`config.mk`:
```
export PLATFORM = sky130hd
export DESIGN_NAME = priv_insn_gate
export DESIGN_NICKNAME = d
export VERILOG_FILES = /design/src/rtl/priv_insn_gate.sv
export SDC_FILE = /design/constraint.sdc
export NUM_CORES = 1
export LEC_CHECK = 0
export BUFFER_PORTS_ARGS = -buffer_cell sky130_fd_sc_hd__buf_2
export CORE_AREA = 2 2 39 41
export CTS_BUF_LIST = sky130_fd_sc_hd__clkbuf_2 sky130_fd_sc_hd__clkbuf_4 sky130_fd_sc_hd__clkbuf_8
export DETAILED_ROUTE_END_ITERATION = 16
export DIE_AREA = 0 0 41 43
export PLACE_DENSITY = 0.69
export SLEW_MARGIN = 20
export SYNTH_ARGS = -nofsm -noshare
export SYNTH_HDL_FRONTEND = slang
export SYNTH_SLANG_ARGS = --single-unit
```
`constraint.sdc`:
```
create_clock -name clk -period 0.8 [get_ports clk]
set_input_delay 0.16 -clock clk [delete_from_list [all_inputs] [get_ports clk]]
set_output_delay 0.16 -clock clk [all_outputs]
set_load 0.01 [all_outputs]
```
`src/rtl/priv_insn_gate.sv`:
```
module priv_insn_gate (
  input  logic       clk,
  input  logic       rst_n,
  input  logic [2:0] op_i,
  input  logic [1:0] priv_i,
  input  logic       virt_i,
  input  logic       smode_i,
  input  logic       tw_i,
  input  logic       tvm_i,
  input  logic       vtw_i,
  input  logic       vtvm_i,
  input  logic       hu_i,
  output logic       exec_o,
  output logic       illegal_o,
  output logic       virt_trap_o,
  output logic [4:0] cause_o,
  output logic       halt_o,
  output logic       flush_o
);
  localparam logic [2:0] OP_WFI  = 3'd1;
  localparam logic [2:0] OP_WRS  = 3'd2;
  localparam logic [2:0] OP_SFN  = 3'd3;
  localparam logic [2:0] OP_HFV  = 3'd4;
  localparam logic [2:0] OP_HFG  = 3'd5;
  localparam logic [2:0] OP_HLS  = 3'd6;
  localparam logic [4:0] CAUSE_ILL  = 5'd2;
  localparam logic [4:0] CAUSE_VIRT = 5'd22;

  logic is_m, is_s, is_u;
  logic n_ok, n_ill, n_vi, n_halt, n_flush;

  assign is_m = priv_i[1];
  assign is_s = (priv_i == 2'b01);
  assign is_u = (priv_i == 2'b00);

  always_comb begin
    n_ok = 1'b0; n_ill = 1'b0; n_vi = 1'b0; n_halt = 1'b0; n_flush = 1'b0;
    case (op_i)
      OP_WFI: begin
        if (((is_s || (!smode_i && is_u)) && tw_i) || (smode_i && is_u && !virt_i))
          n_ill = 1'b1;
        else if (virt_i && (is_u || (is_s && vtw_i)))
          n_vi = 1'b1;
        else begin
          n_ok = 1'b1; n_halt = 1'b1;
        end
      end
      OP_WRS: begin
        if (virt_i && (is_s || is_u) && vtw_i && !tw_i) n_vi = 1'b1;
        else if (!is_m && tw_i)                          n_ill = 1'b1;
        else                                             n_ok = 1'b1;
      end
      OP_SFN: begin
        if (!virt_i && (is_u || (is_s && tvm_i)))  n_ill = 1'b1;
        else if (virt_i && (is_u || vtvm_i))       n_vi = 1'b1;
        else begin
          n_ok = 1'b1; n_flush = 1'b1;
        end
      end
      OP_HFV, OP_HFG: begin
        if (op_i == OP_HFG && is_s && !virt_i && tvm_i) n_ill = 1'b1;
        else if (virt_i)                                n_vi = 1'b1;
        else if (is_m || is_s) begin
          n_ok = 1'b1; n_flush = 1'b1;
        end
        else                                            n_ill = 1'b1;
      end
      OP_HLS: begin
        if (is_m)                   n_ok = 1'b1;
        else if (virt_i)            n_vi = 1'b1;
        else if (is_u && !hu_i)     n_ill = 1'b1;
        else                        n_ok = 1'b1;
      end
      default: n_ok = 1'b1;
    endcase
  end

  always_ff @(posedge clk or negedge rst_n) begin
    if (!rst_n) begin
      exec_o      <= 1'b0;
      illegal_o   <= 1'b0;
      virt_trap_o <= 1'b0;
      cause_o     <= '0;
      halt_o      <= 1'b0;
      flush_o     <= 1'b0;
    end else begin
      exec_o      <= n_ok;
      illegal_o   <= n_ill;
      virt_trap_o <= n_vi;
      cause_o     <= n_ill ? CAUSE_ILL : (n_vi ? CAUSE_VIRT : 5'd0);
      halt_o      <= n_halt;
      flush_o     <= n_flush;
    end
  end
endmodule

```
# After elaboration in Yosys (flattened, before gate mapping)
# Index checks and enable logic that the tools add are counted.
# word_totals
regBits,10
inputBits,14
output_inout_bits,10
# classes
n_eq_ne,7
n_mux,37
n_reduce_logical,31
# op_table
op,count
2-to-1 mux 1 bit,31
logical AND 1 bit,17
case mux 1 bit (5 select lines),3
2-to-1 mux 5 bit,2
"== test 3 bit, second input constant",3
logical OR 1 bit,7
"== test 3 x 2 -> 1 bit, second input constant",2
logical NOT 1 bit,5
"== test 3 x 1 -> 1 bit, second input constant",1
"== test 2 x 1 -> 1 bit, second input constant",1
logical NOT 2 bit,1
case mux 1 bit (2 select lines),1
OR reduction 2 bit,1

# Logic depth before layout (Yosys ltp)
# logic_depth
depth_word,9
mapped_depth,5
mapped_depth_nobuf,4

# Least setup slack after synthesis
# OpenSTA, ideal clock, no wires.
# synth_timing
kind,input port to flip-flop
start,in priv_i[1]
end,reg cause_o[1]
setup_ns,0.120
arrival_ns,0.940
t_required_ns,0.680
slack_ns,-0.259
stages,5
path_buffers,1
path_cell_list,buf_6 -> nor2_1 -> o21a_1 -> o41a_1 -> and3_1
# synth_between
elab_chain_len,9
# synth_rtl
item,line,source
from (decl),5,"input logic [1:0] priv_i,"
== test 2 x 1 -> 1 bit or logical NOT 2 bit (tied branches),"33, 34",
logical AND 1 bit (tied with other cells),42,else if (virt_i && (is_u || (is_s && vtw_i)))
logical OR 1 bit (tied with other cells),42,
"logical AND 1 bit, on equally long branches","42, 40, 49",
2-to-1 mux 1 bit (tied with other cells),42,
"2-to-1 mux 1 bit, on equally long branches","40, 49",
case mux 1 bit (5 select lines),38,case (op_i)
2-to-1 mux 5 bit,90,cause_o <= n_ill ? CAUSE_ILL : (n_vi ? CAUSE_VIRT : 5'd0);
2-to-1 mux 5 bit *,90,
to (signal assigned),90,
to (decl),16,"output logic [4:0] cause_o,"
# Every way passes the cells marked *; elsewhere a longest branch is shown, timed or not.

# Worst setup path after layout
# layout_timing
start,in priv_i[0]
end,reg cause_o[1]
# The elaborated chain is that of the path after synthesis.

==> metrics.txt <==
# TYPE chip_impl_metric gauge
chip_impl_info{name="outcome",value="finished with violations"} 1
chip_impl_info{name="violations",value="setup timing"} 1
chip_impl_metric{name="global_route_wire_length_before_repair",unit="mm"} 2.180
chip_impl_info{name="hp-class",value="in2async"} 1
chip_impl_metric{name="maxCapViolCount",unit=""} 0
chip_impl_metric{name="drt-pass1-iter-count",unit=""} 4
chip_impl_metric{name="power.sequential.fraction",unit=""} 0.361
chip_impl_metric{name="antenna_found_initial",unit=""} 0
chip_impl_info{name="synthFlopType",value="sky130_fd_sc_hd__dfrtp_1"} 1
chip_impl_info{name="setup.worst_path.class",value="in2reg"} 1
chip_impl_metric{name="finish.instance_area",unit="µm²"} 825.8
chip_impl_metric{name="post_dp_cell_area",unit="µm²"} 706.9
chip_impl_metric{name="cellPowerDensity",unit="nW/µm²"} 1315
chip_impl_metric{name="numCtsBuffers",unit=""} 3
chip_impl_metric{name="crit_path_max_fanout",unit=""} 5
chip_impl_metric{name="synthesis.area",unit="µm²"} 520.5
chip_impl_metric{name="io_buffer_count",unit=""} 21
chip_impl_metric{name="synth-seq-cells",unit=""} 7
chip_impl_metric{name="synth_edf_count",unit=""} 0
chip_impl_info{name="synth_commonest_cells",value="sky130_fd_sc_hd__dfrtp_1 (7), sky130_fd_sc_hd__inv_1 (5), sky130_fd_sc_hd__nor2_1 (5), sky130_fd_sc_hd__buf_4 (4)"} 1
chip_impl_metric{name="pin_count",unit=""} 24
chip_impl_metric{name="fp.dieArea",unit="µm²"} 1763
chip_impl_metric{name="nFillCells",unit=""} 122
chip_impl_metric{name="num_antenna_cells",unit=""} 0
chip_impl_metric{name="cp.required",unit="ns"} 0.98
chip_impl_metric{name="detail_route.wl_per_cell",unit="µm"} 11.69
chip_impl_metric{name="p_int",unit="W"} 0.0007899
chip_impl_metric{name="ys_seq_area_frac",unit=""} 0.3365
chip_impl_metric{name="core_area",unit="µm²"} 1384
chip_impl_metric{name="hold_slack",unit="ns"} 0.2659
chip_impl_metric{name="netlist.area_leader.share",unit=""} 0.3365
chip_impl_metric{name="place_hpwl",unit="mm"} 1.034
chip_impl_metric{name="chipHeight",unit="µm"} 43
chip_impl_metric{name="grt.overflow.total",unit=""} 0
chip_impl_info{name="clock-root-buffer",value="sky130_fd_sc_hd__clkbuf_4"} 1
chip_impl_metric{name="antenna_left",unit=""} 0
chip_impl_metric{name="ys.warnings.count",unit=""} 0
chip_impl_metric{name="power.leakage",unit="nW"} 0.4096
chip_impl_metric{name="htreeDepth",unit=""} 1
chip_impl_info{name="setup.worst_path.end_class",value="flop"} 1
chip_impl_info{name="synth.most_common_cell",value="sky130_fd_sc_hd__dfrtp_1"} 1
chip_impl_info{name="setup.worst_path.start",value="priv_i[0]"} 1
chip_impl_metric{name="finalWirelength",unit="mm"} 1.251
chip_impl_metric{name="vdd_ir_drop_max",unit="mV"} 0.5403
chip_impl_metric{name="grt_use_total",unit=""} 0.1791
chip_impl_metric{name="layout_cells_sized_above_1",unit=""} 0.5495
chip_impl_metric{name="timing.final.setup_violations",unit=""} 14
chip_impl_metric{name="final_period_demand_of_the_worst_path",unit="ns"} 0.9491
chip_impl_metric{name="post_drt_via_cell_ratio",unit=""} 4.953
chip_impl_metric{name="num_vias",unit=""} 530
chip_impl_metric{name="start_util",unit=""} 0.3761
chip_impl_metric{name="grt_pass1_vias",unit=""} 502
chip_impl_metric{name="synth.avg_cell_area",unit="µm²"} 9.295
chip_impl_info{name="rsz0062_at_grt",value="yes"} 1
chip_impl_metric{name="clk_path_buf_depth",unit=""} 2
chip_impl_metric{name="post_route_drc",unit=""} 0
chip_impl_metric{name="die_width",unit="µm"} 41
chip_impl_metric{name="finalHoldViolCount",unit=""} 0
chip_impl_metric{name="grt_start_max_net_pins",unit=""} 11
chip_impl_metric{name="final_cycle_share",unit=""} 1.186
chip_impl_info{name="ys_top_cells_by_area",value="sky130_fd_sc_hd__dfrtp_1 (34%), sky130_fd_sc_hd__buf_4 (5.8%), sky130_fd_sc_hd__nand2b_4 (5.3%)"} 1
chip_impl_metric{name="share_comb_of_total_power",unit=""} 0.322
chip_impl_metric{name="asyncSetResetFlopFracSynth",unit=""} 1.000
chip_impl_metric{name="setup_ws",unit="ns"} -0.1491
chip_impl_metric{name="clkPwrFrac",unit=""} 0.316
chip_impl_metric{name="net_switching_power",unit="W"} 0.0002961
chip_impl_metric{name="power",unit="W"} 0.001086
chip_impl_metric{name="row_count",unit=""} 14
chip_impl_metric{name="max_clock_freq",unit="GHz"} 1.054
chip_impl_metric{name="synthesis.instances",unit=""} 56
chip_impl_metric{name="numClockSinks",unit=""} 7
chip_impl_metric{name="clock_transition_time_at_the_flip_flop_clock_pins_of_the_worst_setup_and_hold_paths",unit="ns"} 0.05
chip_impl_metric{name="switching_share_of_power",unit=""} 0.2727
chip_impl_metric{name="final_nets",unit=""} 106
chip_impl_info{name="largest_area_contributor_in_the_synthesized_netlist",value="sky130_fd_sc_hd__dfrtp_1"} 1
chip_impl_metric{name="ys_types",unit=""} 31
chip_impl_metric{name="detail_route.iter0.violations",unit=""} 2
chip_impl_info{name="tritoncts",value="yes"} 1
chip_impl_metric{name="area.growth.synth_to_final",unit="%"} 58.65
chip_impl_metric{name="drv_slew",unit=""} 0
chip_impl_metric{name="cp.arrival",unit="ns"} 1.13
chip_impl_info{name="worstSetupStartpointType",value="input port"} 1
chip_impl_metric{name="finalWeightedCongestion",unit=""} 0.8159
==> critical path: stages <==
cell and delay [ns]:
sky130_fd_sc_hd__buf_8 0.10, sky130_fd_sc_hd__nand2b_4 0.15, sky130_fd_sc_hd__mux2_4 0.33, sky130_fd_sc_hd__o221ai_4 0.20
sky130_fd_sc_hd__and3_1 0.19
==> cell usage in the layout (no fill, tap or decap), types with 2 or more instances in the layout <==
| cell | netlist | routed |
|---|---|---|
| sky130_fd_sc_hd__nand2b_4 | 2 | 2 |
| sky130_fd_sc_hd__buf_8 | 0 | 2 |
| sky130_fd_sc_hd__nor2_1 | 5 | 4 |
| sky130_fd_sc_hd__o22ai_1 | 2 | 2 |
| sky130_fd_sc_hd__buf_4 | 4 | 13 |
| sky130_fd_sc_hd__a21oi_1 | 3 | 2 |
| sky130_fd_sc_hd__o21ai_0 | 3 | 2 |
| sky130_fd_sc_hd__buf_2 | 0 | 16 |
| sky130_fd_sc_hd__buf_6 | 2 | 4 |
| sky130_fd_sc_hd__clkbuf_4 | 0 | 4 |
| sky130_fd_sc_hd__inv_1 | 5 | 5 |
| sky130_fd_sc_hd__conb_1 | 1 | 2 |
| sky130_fd_sc_hd__dfrtp_1 | 7 | 7 |
==> layout make-up <==
| cell class | count | area [µm²] | share of cell area |
|---|---|---|---|
| clock buffers | 4 | 30.03 | 0.03636 |
| repair buffers | 36 | 262.8 | 0.3182 |
| well taps | 16 | 20.02 | 0.02424 |
| multi-input cells | 38 | 312.8 | 0.3788 |
| flip-flops and latches | 7 | 175.2 | 0.2121 |
| inverters | 6 | 25.02 | 0.03030 |
==> power by group through the flow <==
stage,registers [W],clock network (W),logic [W]
final,0.000392,0.000344,0.000350
after global routing,0.000396,0.000375,0.000387
after CTS,0.000391,0.000357,0.000333
after detailed placement,0.000396,0,0.000300
after global placement,0.000394,0,0.000294
after floorplan,0.000413,0,0.000159
==> what timing repair did <==
item | 4_1_cts | 5_1_grt
pin swaps | 4 | 3
hold endpoints to repair | 7 | 0
hold buffers | 1 | 0
setup buffers | 1 | 0
gates resized for setup | 12 | 6
setup endpoints to repair | 15 | 15
==> flip-flops by register name, summed over array words and instances, names as in the netlist <==
signal,flops
exec_o,1
flush_o,1
halt_o,1
virt_trap_o,1
illegal_o,1
cause_o,2
==> logic make-up (layout without fill, tap and decap cells) <==
kind of cell / Yosys count / after routing / share of synthesized area
AOI/OAI and AO/OA: 18 / 18 / 0.2692
and+or+nand+nor: 17 / 17 / 0.2092
buffers and inverters: 12 / 46 / 0.1490
DFF: 7 / 7 / 0.3365
other: 1 / 2 / 0.007205
muxes: 1 / 1 / 0.02884
==> path summary, 6_finish.rpt <==
path / to / slack [ns] / cells past startpoint
max in group asynchronous: cause_o[1] / 0.38 / 2
min in group clk: exec_o / 0.27 / 4
worst min-delay path: halt_o / 0.27 / 2
worst max-delay path: cause_o[1] / -0.15 / 5
==> metrics by stage <==
stage	utilization	TNS, ns	setup WS, ns	cells
floorplan	-	-1.149	-0.2481	57
global placement	0.5109	-2.398	-0.3934	101
detailed placement	0.5109	-2.572	-0.4444	101
CTS	0.5787	-1.347	-0.1274	107
global route	0.5967	-1.837	-0.1756	107
finish	0.5967	-1.233	-0.1491	107
==> metal layers <==
metal / up-vias / part of all wire / track usage
met5: - / 0 / 0
met4: 0 / 0 / 0.09333
met3: 0 / 0.061 / 0.02094
met2: 17 / 0.53 / 0.2719
met1: 244 / 0.41 / 0.2362
li1: 269 / - / -
Note: power is estimated with default switching activity, not from simulation.
